==> src/rtl/bootdst_pkg.sv <==
package bootdst_pkg;
    typedef enum logic [1:0] {
        RT_NONE   = 2'd0,
        RT_FLASH  = 2'd1,
        RT_LPC    = 2'd2,
        RT_BRIDGE = 2'd3
    } route_e;

    localparam logic [1:0] SRC_HOST  = 2'b00;
    localparam logic [1:0] SRC_MGMT  = 2'b01;
    localparam logic [1:0] SRC_NET   = 2'b10;
    localparam logic [1:0] SRC_OTHER = 2'b11;

    localparam logic [1:0] DST_BRIDGE = 2'b10;
    localparam logic [1:0] DST_LPC    = 2'b11;
endpackage

==> src/rtl/bootdst_cfg.sv <==
module bootdst_cfg #(
    parameter int REG_W = 8
) (
    input  logic             clk,
    input  logic             rst_n,
    input  logic             strap_hi,
    input  logic             pgood_main,
    input  logic             strap_lo,
    input  logic             pgood_aux,
    input  logic             reg_wr,
    input  logic [REG_W-1:0] reg_wdata,
    output logic [1:0]       dest,
    output logic             lock,
    output logic [REG_W-1:0] reg_rdata
);
    localparam int PAD_W = REG_W - 3;

    typedef struct packed {
        logic [1:0] dest;
        logic       lock;
    } cfg_t;

    cfg_t cfg_d, cfg_q;
    logic pg_main_q, pg_aux_q;
    logic main_rise, aux_rise;

    // power-good history is kept running through reset so an edge is seen only once
    always_ff @(posedge clk) begin
        pg_main_q <= pgood_main;
        pg_aux_q  <= pgood_aux;
    end

    assign main_rise = pgood_main & ~pg_main_q;
    assign aux_rise  = pgood_aux & ~pg_aux_q;

    always_comb begin
        cfg_d = cfg_q;
        if (reg_wr) begin
            if (!cfg_q.lock) begin
                cfg_d.dest = reg_wdata[2:1];
            end
            cfg_d.lock = cfg_q.lock | reg_wdata[0];
        end
        if (main_rise) begin
            cfg_d.dest[1] = strap_hi;
        end
        if (aux_rise) begin
            cfg_d.dest[0] = strap_lo;
        end
    end

    always_ff @(posedge clk or negedge rst_n) begin
        if (!rst_n) begin
            cfg_q <= '0;
        end else begin
            cfg_q <= cfg_d;
        end
    end

    assign dest      = cfg_q.dest;
    assign lock      = cfg_q.lock;
    assign reg_rdata = {{PAD_W{1'b0}}, cfg_q.dest, cfg_q.lock};
endmodule

==> src/rtl/bootdst_decode.sv <==
module bootdst_decode
    import bootdst_pkg::*;
#(
    parameter int ADDR_W   = 32,
    parameter int WIN_BITS = 8
) (
    input  logic [1:0]        dest,
    input  logic [ADDR_W-1:0] addr,
    input  logic [1:0]        src,
    input  logic              flash_qual,
    input  logic              lpc_qual,
    output route_e            route
);
    logic in_win;
    logic priv;

    assign in_win = &addr[ADDR_W-1 -: WIN_BITS];
    assign priv   = (src == SRC_MGMT) || (src == SRC_NET);

    always_comb begin
        route = RT_NONE;
        if (in_win) begin
            if (priv) begin
                route = flash_qual ? RT_FLASH : RT_NONE;
            end else begin
                unique case (dest)
                    DST_BRIDGE: route = RT_BRIDGE;
                    DST_LPC:    route = lpc_qual ? RT_LPC : RT_NONE;
                    default:    route = flash_qual ? RT_FLASH : RT_NONE;
                endcase
            end
        end
    end
endmodule

==> src/rtl/bootdst_router.sv <==
module bootdst_router
    import bootdst_pkg::*;
#(
    parameter int ADDR_W   = 32,
    parameter int WIN_BITS = 8,
    parameter int REG_W    = 8
) (
    input  logic              clk,
    input  logic              rst_n,
    input  logic              strap_hi,
    input  logic              pgood_main,
    input  logic              strap_lo,
    input  logic              pgood_aux,
    input  logic              reg_wr,
    input  logic [REG_W-1:0]  reg_wdata,
    output logic [REG_W-1:0]  reg_rdata,
    input  logic              req_valid,
    output logic              req_ready,
    input  logic [ADDR_W-1:0] req_addr,
    input  logic              req_write,
    input  logic [1:0]        req_src,
    input  logic              flash_qual,
    input  logic              lpc_qual,
    output logic              flash_req,
    input  logic              flash_ack,
    output logic              lpc_req,
    input  logic              lpc_ack,
    output logic              bridge_req,
    input  logic              bridge_ack,
    output logic [ADDR_W-1:0] out_addr,
    output logic              out_write,
    output logic              no_claim
);
    typedef struct packed {
        route_e            route;
        logic              noclaim;
        logic [ADDR_W-1:0] addr;
        logic              write;
    } rt_t;

    rt_t    st_d, st_q;
    logic [1:0] dest;
    logic   lock;
    route_e dec_route;
    logic   done;

    bootdst_cfg #(.REG_W(REG_W)) u_cfg (
        .clk        (clk),
        .rst_n      (rst_n),
        .strap_hi   (strap_hi),
        .pgood_main (pgood_main),
        .strap_lo   (strap_lo),
        .pgood_aux  (pgood_aux),
        .reg_wr     (reg_wr),
        .reg_wdata  (reg_wdata),
        .dest       (dest),
        .lock       (lock),
        .reg_rdata  (reg_rdata)
    );

    bootdst_decode #(.ADDR_W(ADDR_W), .WIN_BITS(WIN_BITS)) u_dec (
        .dest       (dest),
        .addr       (req_addr),
        .src        (req_src),
        .flash_qual (flash_qual),
        .lpc_qual   (lpc_qual),
        .route      (dec_route)
    );

    assign req_ready = (st_q.route == RT_NONE);

    always_comb begin
        unique case (st_q.route)
            RT_FLASH:  done = flash_ack;
            RT_LPC:    done = lpc_ack;
            RT_BRIDGE: done = bridge_ack;
            default:   done = 1'b0;
        endcase
    end

    always_comb begin
        st_d         = st_q;
        st_d.noclaim = 1'b0;
        if (done) begin
            st_d.route = RT_NONE;
        end
        if (req_valid && req_ready) begin
            if (dec_route == RT_NONE) begin
                st_d.noclaim = 1'b1;
            end else begin
                st_d.route = dec_route;
                st_d.addr  = req_addr;
                st_d.write = req_write;
            end
        end
    end

    always_ff @(posedge clk or negedge rst_n) begin
        if (!rst_n) begin
            st_q       <= '0;
            st_q.route <= RT_NONE;
        end else begin
            st_q <= st_d;
        end
    end

    assign flash_req  = (st_q.route == RT_FLASH);
    assign lpc_req    = (st_q.route == RT_LPC);
    assign bridge_req = (st_q.route == RT_BRIDGE);
    assign out_addr   = st_q.addr;
    assign out_write  = st_q.write;
    assign no_claim   = st_q.noclaim;
endmodule

==> config.mk <==
export PLATFORM = sky130hd
export DESIGN_NAME = bootdst_router
export DESIGN_NICKNAME = d
export VERILOG_FILES = /design/src/rtl/bootdst_pkg.sv /design/src/rtl/bootdst_cfg.sv /design/src/rtl/bootdst_decode.sv /design/src/rtl/bootdst_router.sv
export SDC_FILE = /design/constraint.sdc
export NUM_CORES = 1
export LEC_CHECK = 0
export ABC_AREA = 1
export BUFFER_PORTS_ARGS = -buffer_cell sky130_fd_sc_hd__buf_2
export CELL_PAD_IN_SITES_DETAIL_PLACEMENT = 0
export CELL_PAD_IN_SITES_GLOBAL_PLACEMENT = 2
export CORE_ASPECT_RATIO = 2
export CORE_UTILIZATION = 28
export CTS_BUF_LIST = sky130_fd_sc_hd__clkbuf_8
export DETAILED_ROUTE_END_ITERATION = 7
export PLACE_DENSITY = 0.83
export SETUP_SLACK_MARGIN = 0.3
export SYNTH_ARGS = -nofsm -noshare
export SYNTH_HDL_FRONTEND = slang
export SYNTH_SLANG_ARGS = --single-unit
==> constraint.sdc <==
create_clock -name clk -period 4.4 [get_ports clk]
set_clock_uncertainty 0.1 [all_clocks]
set_input_delay 0.22 -clock clk [delete_from_list [all_inputs] [get_ports clk]]
set_output_delay 0.22 -clock clk [all_outputs]
set_load 0.02 [all_outputs]
==> results_dict.tcl <==
set metrics [dict create \
    post-route-period-util 0.491 \
    synth_fa_ha_area_frac 0 \
    report.final.slew_viol_count 0 \
    start_kind "flip-flop" \
    rsz0062_at_grt "no" \
    cts_buffers 5 \
    gr-total-overflow 0 \
    worst_pin_slew_ns 0.886 \
    initial_core_util 0.289 \
    synth_compound_area_frac 0.0168 \
    clock-root-buffer "clkbuf_8" \
    fmax_ghz 0.463 \
    hp-start "req_addr[23]" \
    rows 44 \
    p_sw_frac 0.250 \
    muxShareOfSynthArea 0 \
    die_area_um2 7810 \
    portBuffers 91 \
    synth_edf_count 0 \
    p_int_uw 567 \
    setup_viol 0 \
    grt_pass1_vias 1445 \
    synth_top_family_by_area "simple AND/OR/NAND/NOR gates" \
    pin_count 102 \
    track_usage 0.121 \
    synth_ff_type "dfrtp_1" \
    dp_hpwl_um 3180 \
    worst-path-max-fanout 27 \
    min_path_cells 3 \
    min_path_type "input pin to flip-flop" \
    layout_commonest_cell "buf_2" \
    outcome "finished, final reports clean" \
    p_seq_frac 0.522 \
    leakagePower_nw 1.46 \
    clk_pin_slew_ns 0.08 \
    cp_slowest_stage_delay_ns 0.48 \
    clockBufferDepth 2 \
    synth_xor_area_frac 0.00421 \
    peakVddDrop_mv 0.153 \
    fp.dieH_um 124 \
    nets 352 \
    maxCapViolCount 0 \
    cts_tree "yes" \
    end_kind "flip-flop" \
    synth_seq_cells 41 \
    cts_setup_buffers 0 \
    place_ws_ns 2.19 \
    clk_latency_ns 0.29 \
    path_cells "nor3b_4, nand3_4, nand2_4, inv_1, nand2_1" \
    grt_pass1_wl_um 7060 \
    drt_pass1_iterations 4 \
    yosysWarnings 0 \
    grt_max_degree 40 \
    timing_hold_violations_final 0 \
    power_frac_comb 0.121 \
    wl_per_cell_um 11.4 \
    cp.arrival_ns 2.29 \
    min_period_ns 2.16 \
    synth_area_um2 2080 \
    fin_ws_ns 2.24 \
    final_cell_mix "buf_2, nand2_1, dfrtp_1" \
    h-tree-depth 2 \
    power_density_nw_per_um2 307 \
    drive_gt1_frac 0.421 \
    synth_cell_types 20 \
    setup-tns-final_ns 0 \
    synth_seq_area_share 0.488 \
    p_sw_uw 189 \
    r2r_cells 5 \
    gp_congestion 0.683 \
    clkPwrFrac 0.357 \
    clock_sinks 41 \
    avgSynthCellArea_um2 8.90 \
    crit_slowest_cell "nand2_4" \
    relSlewSlack 0.409 \
    antenna_found_initial 1 \
    core_area_um2 7210 \
    utilization 0.342 \
    die_x_um 63.0 \
    crit_required_ns 4.53 \
    drtIter0Drc 55 \
    area_delta_synth_final_pct 18.4 \
    netlist_instances 234 \
    drc 0 \
    r2r-start "st_q[35]" \
    ant_nets 0 \
    vias_per_cell 4.03 \
    critPathKind "flip-flop to flip-flop" \
    yosys.area_share.simple 0.289 \
    critPathLaunch "st_q[35]" \
    vias 1570 \
    async_reset_ff_frac 0.951 \
    wirelength_um 4450 \
]
-- metrics by stage --
step           power (mW)  cells  instance area (µm²)  hold WS, ns
4_1_cts             0.772    389                 2460     0.000559
6_report            0.756    390                 2470       0.0147
3_3_place_gp        0.492    377                 2320        0.257
2_1_floorplan       0.459    238                 2100       -0.176
3_5_place_dp        0.493    377                 2320        0.262
5_1_grt             0.797    389                 2460      0.00392
-- area by class of cell --
class / count / area [µm²]
fillers: 792 / 4750
clock buffers: 7 / 96.3
flip-flops and latches: 41 / 1020
diodes: 1 / 2.50
inverters: 19 / 71.3
clock inverters: 1 / 5.00
repair buffers: 95 / 495
multi-input cells: 134 / 664
well taps: 92 / 115
-- critical path, delay by kind of cell, from the launching register on --
| kind | cells | cell delay, ns |
|---|---|---|
| and+or+nand+nor | 4 | 1.27 |
| DFF | 1 | 0.45 |
| buffers and inverters | 1 | 0.24 |
-- synthesized netlist by cell type (2+ instances only) --
master	instances	area (µm²)
buf_4	38	285
nand4_1	2	12.5
buf_12	2	40.0
nor2_1	3	11.3
o211ai_1	2	15.0
dfxtp_1	2	40.0
buf_2	4	20.0
nand2_2	20	125
dfrtp_1	39	976
nand3_4	2	35.0
nor2_2	2	12.5
inv_1	19	71.3
a21oi_1	3	15.0
nand2_1	64	240
nand3_1	27	135
-- kinds of logic after synthesis --
kind of cell / after synthesis
simple gates: 122
buf+inv: 63
flops: 41
compound gates: 6
xor+xnor: 1
other cells: 1
-- flip-flops by register name, summed over array words and instances, names as in the netlist --
| signal | count |
|---|---|
| u_cfg.dest | 2 |
| u_cfg.lock | 1 |
| out_addr | 32 |
| no_claim | 1 |
| out_write | 1 |
| u_cfg.pg_aux_q | 1 |
| u_cfg.pg_main_q | 1 |
| st_q | 2 |
-- repair_timing --
action                                 in CTS  in global routing
gates resized for setup                     0                  0
endpoints found under the hold margin      42                  0
hold buffers                                4                  0
-- power by group through the flow --
| stage | registers, mW | clock network [mW] | logic, mW |
|---|---|---|---|
| floorplan | 0.406 | 0 | 0.0538 |
| finish | 0.395 | 0.270 | 0.0913 |
| global route | 0.396 | 0.299 | 0.102 |
| detailed placement | 0.402 | 0 | 0.0906 |
| CTS | 0.395 | 0.284 | 0.0937 |
| global placement | 0.402 | 0 | 0.0897 |
-- per-layer routing --
layer  part of all wire  track usage  wire length, µm
met4              0.025       0.0741              112
met2               0.55        0.219             2450
met3              0.048       0.0293              214
met1               0.37        0.124             1670
met5                  0            0                0
-- path summary, 6_finish.rpt --
kind | endpoint | slack [ns]
worst max register to register | out_addr[28] | 2.24
worst max-delay path | out_addr[28] | 2.24
min in group asynchronous | out_addr[8] | 0.49
worst min-delay path | out_addr[23] | 0.01
worst min register to register | out_addr[26] | 0.36
max in group asynchronous | out_addr[28] | 3.15
Power figures use the tool's default switching activity.
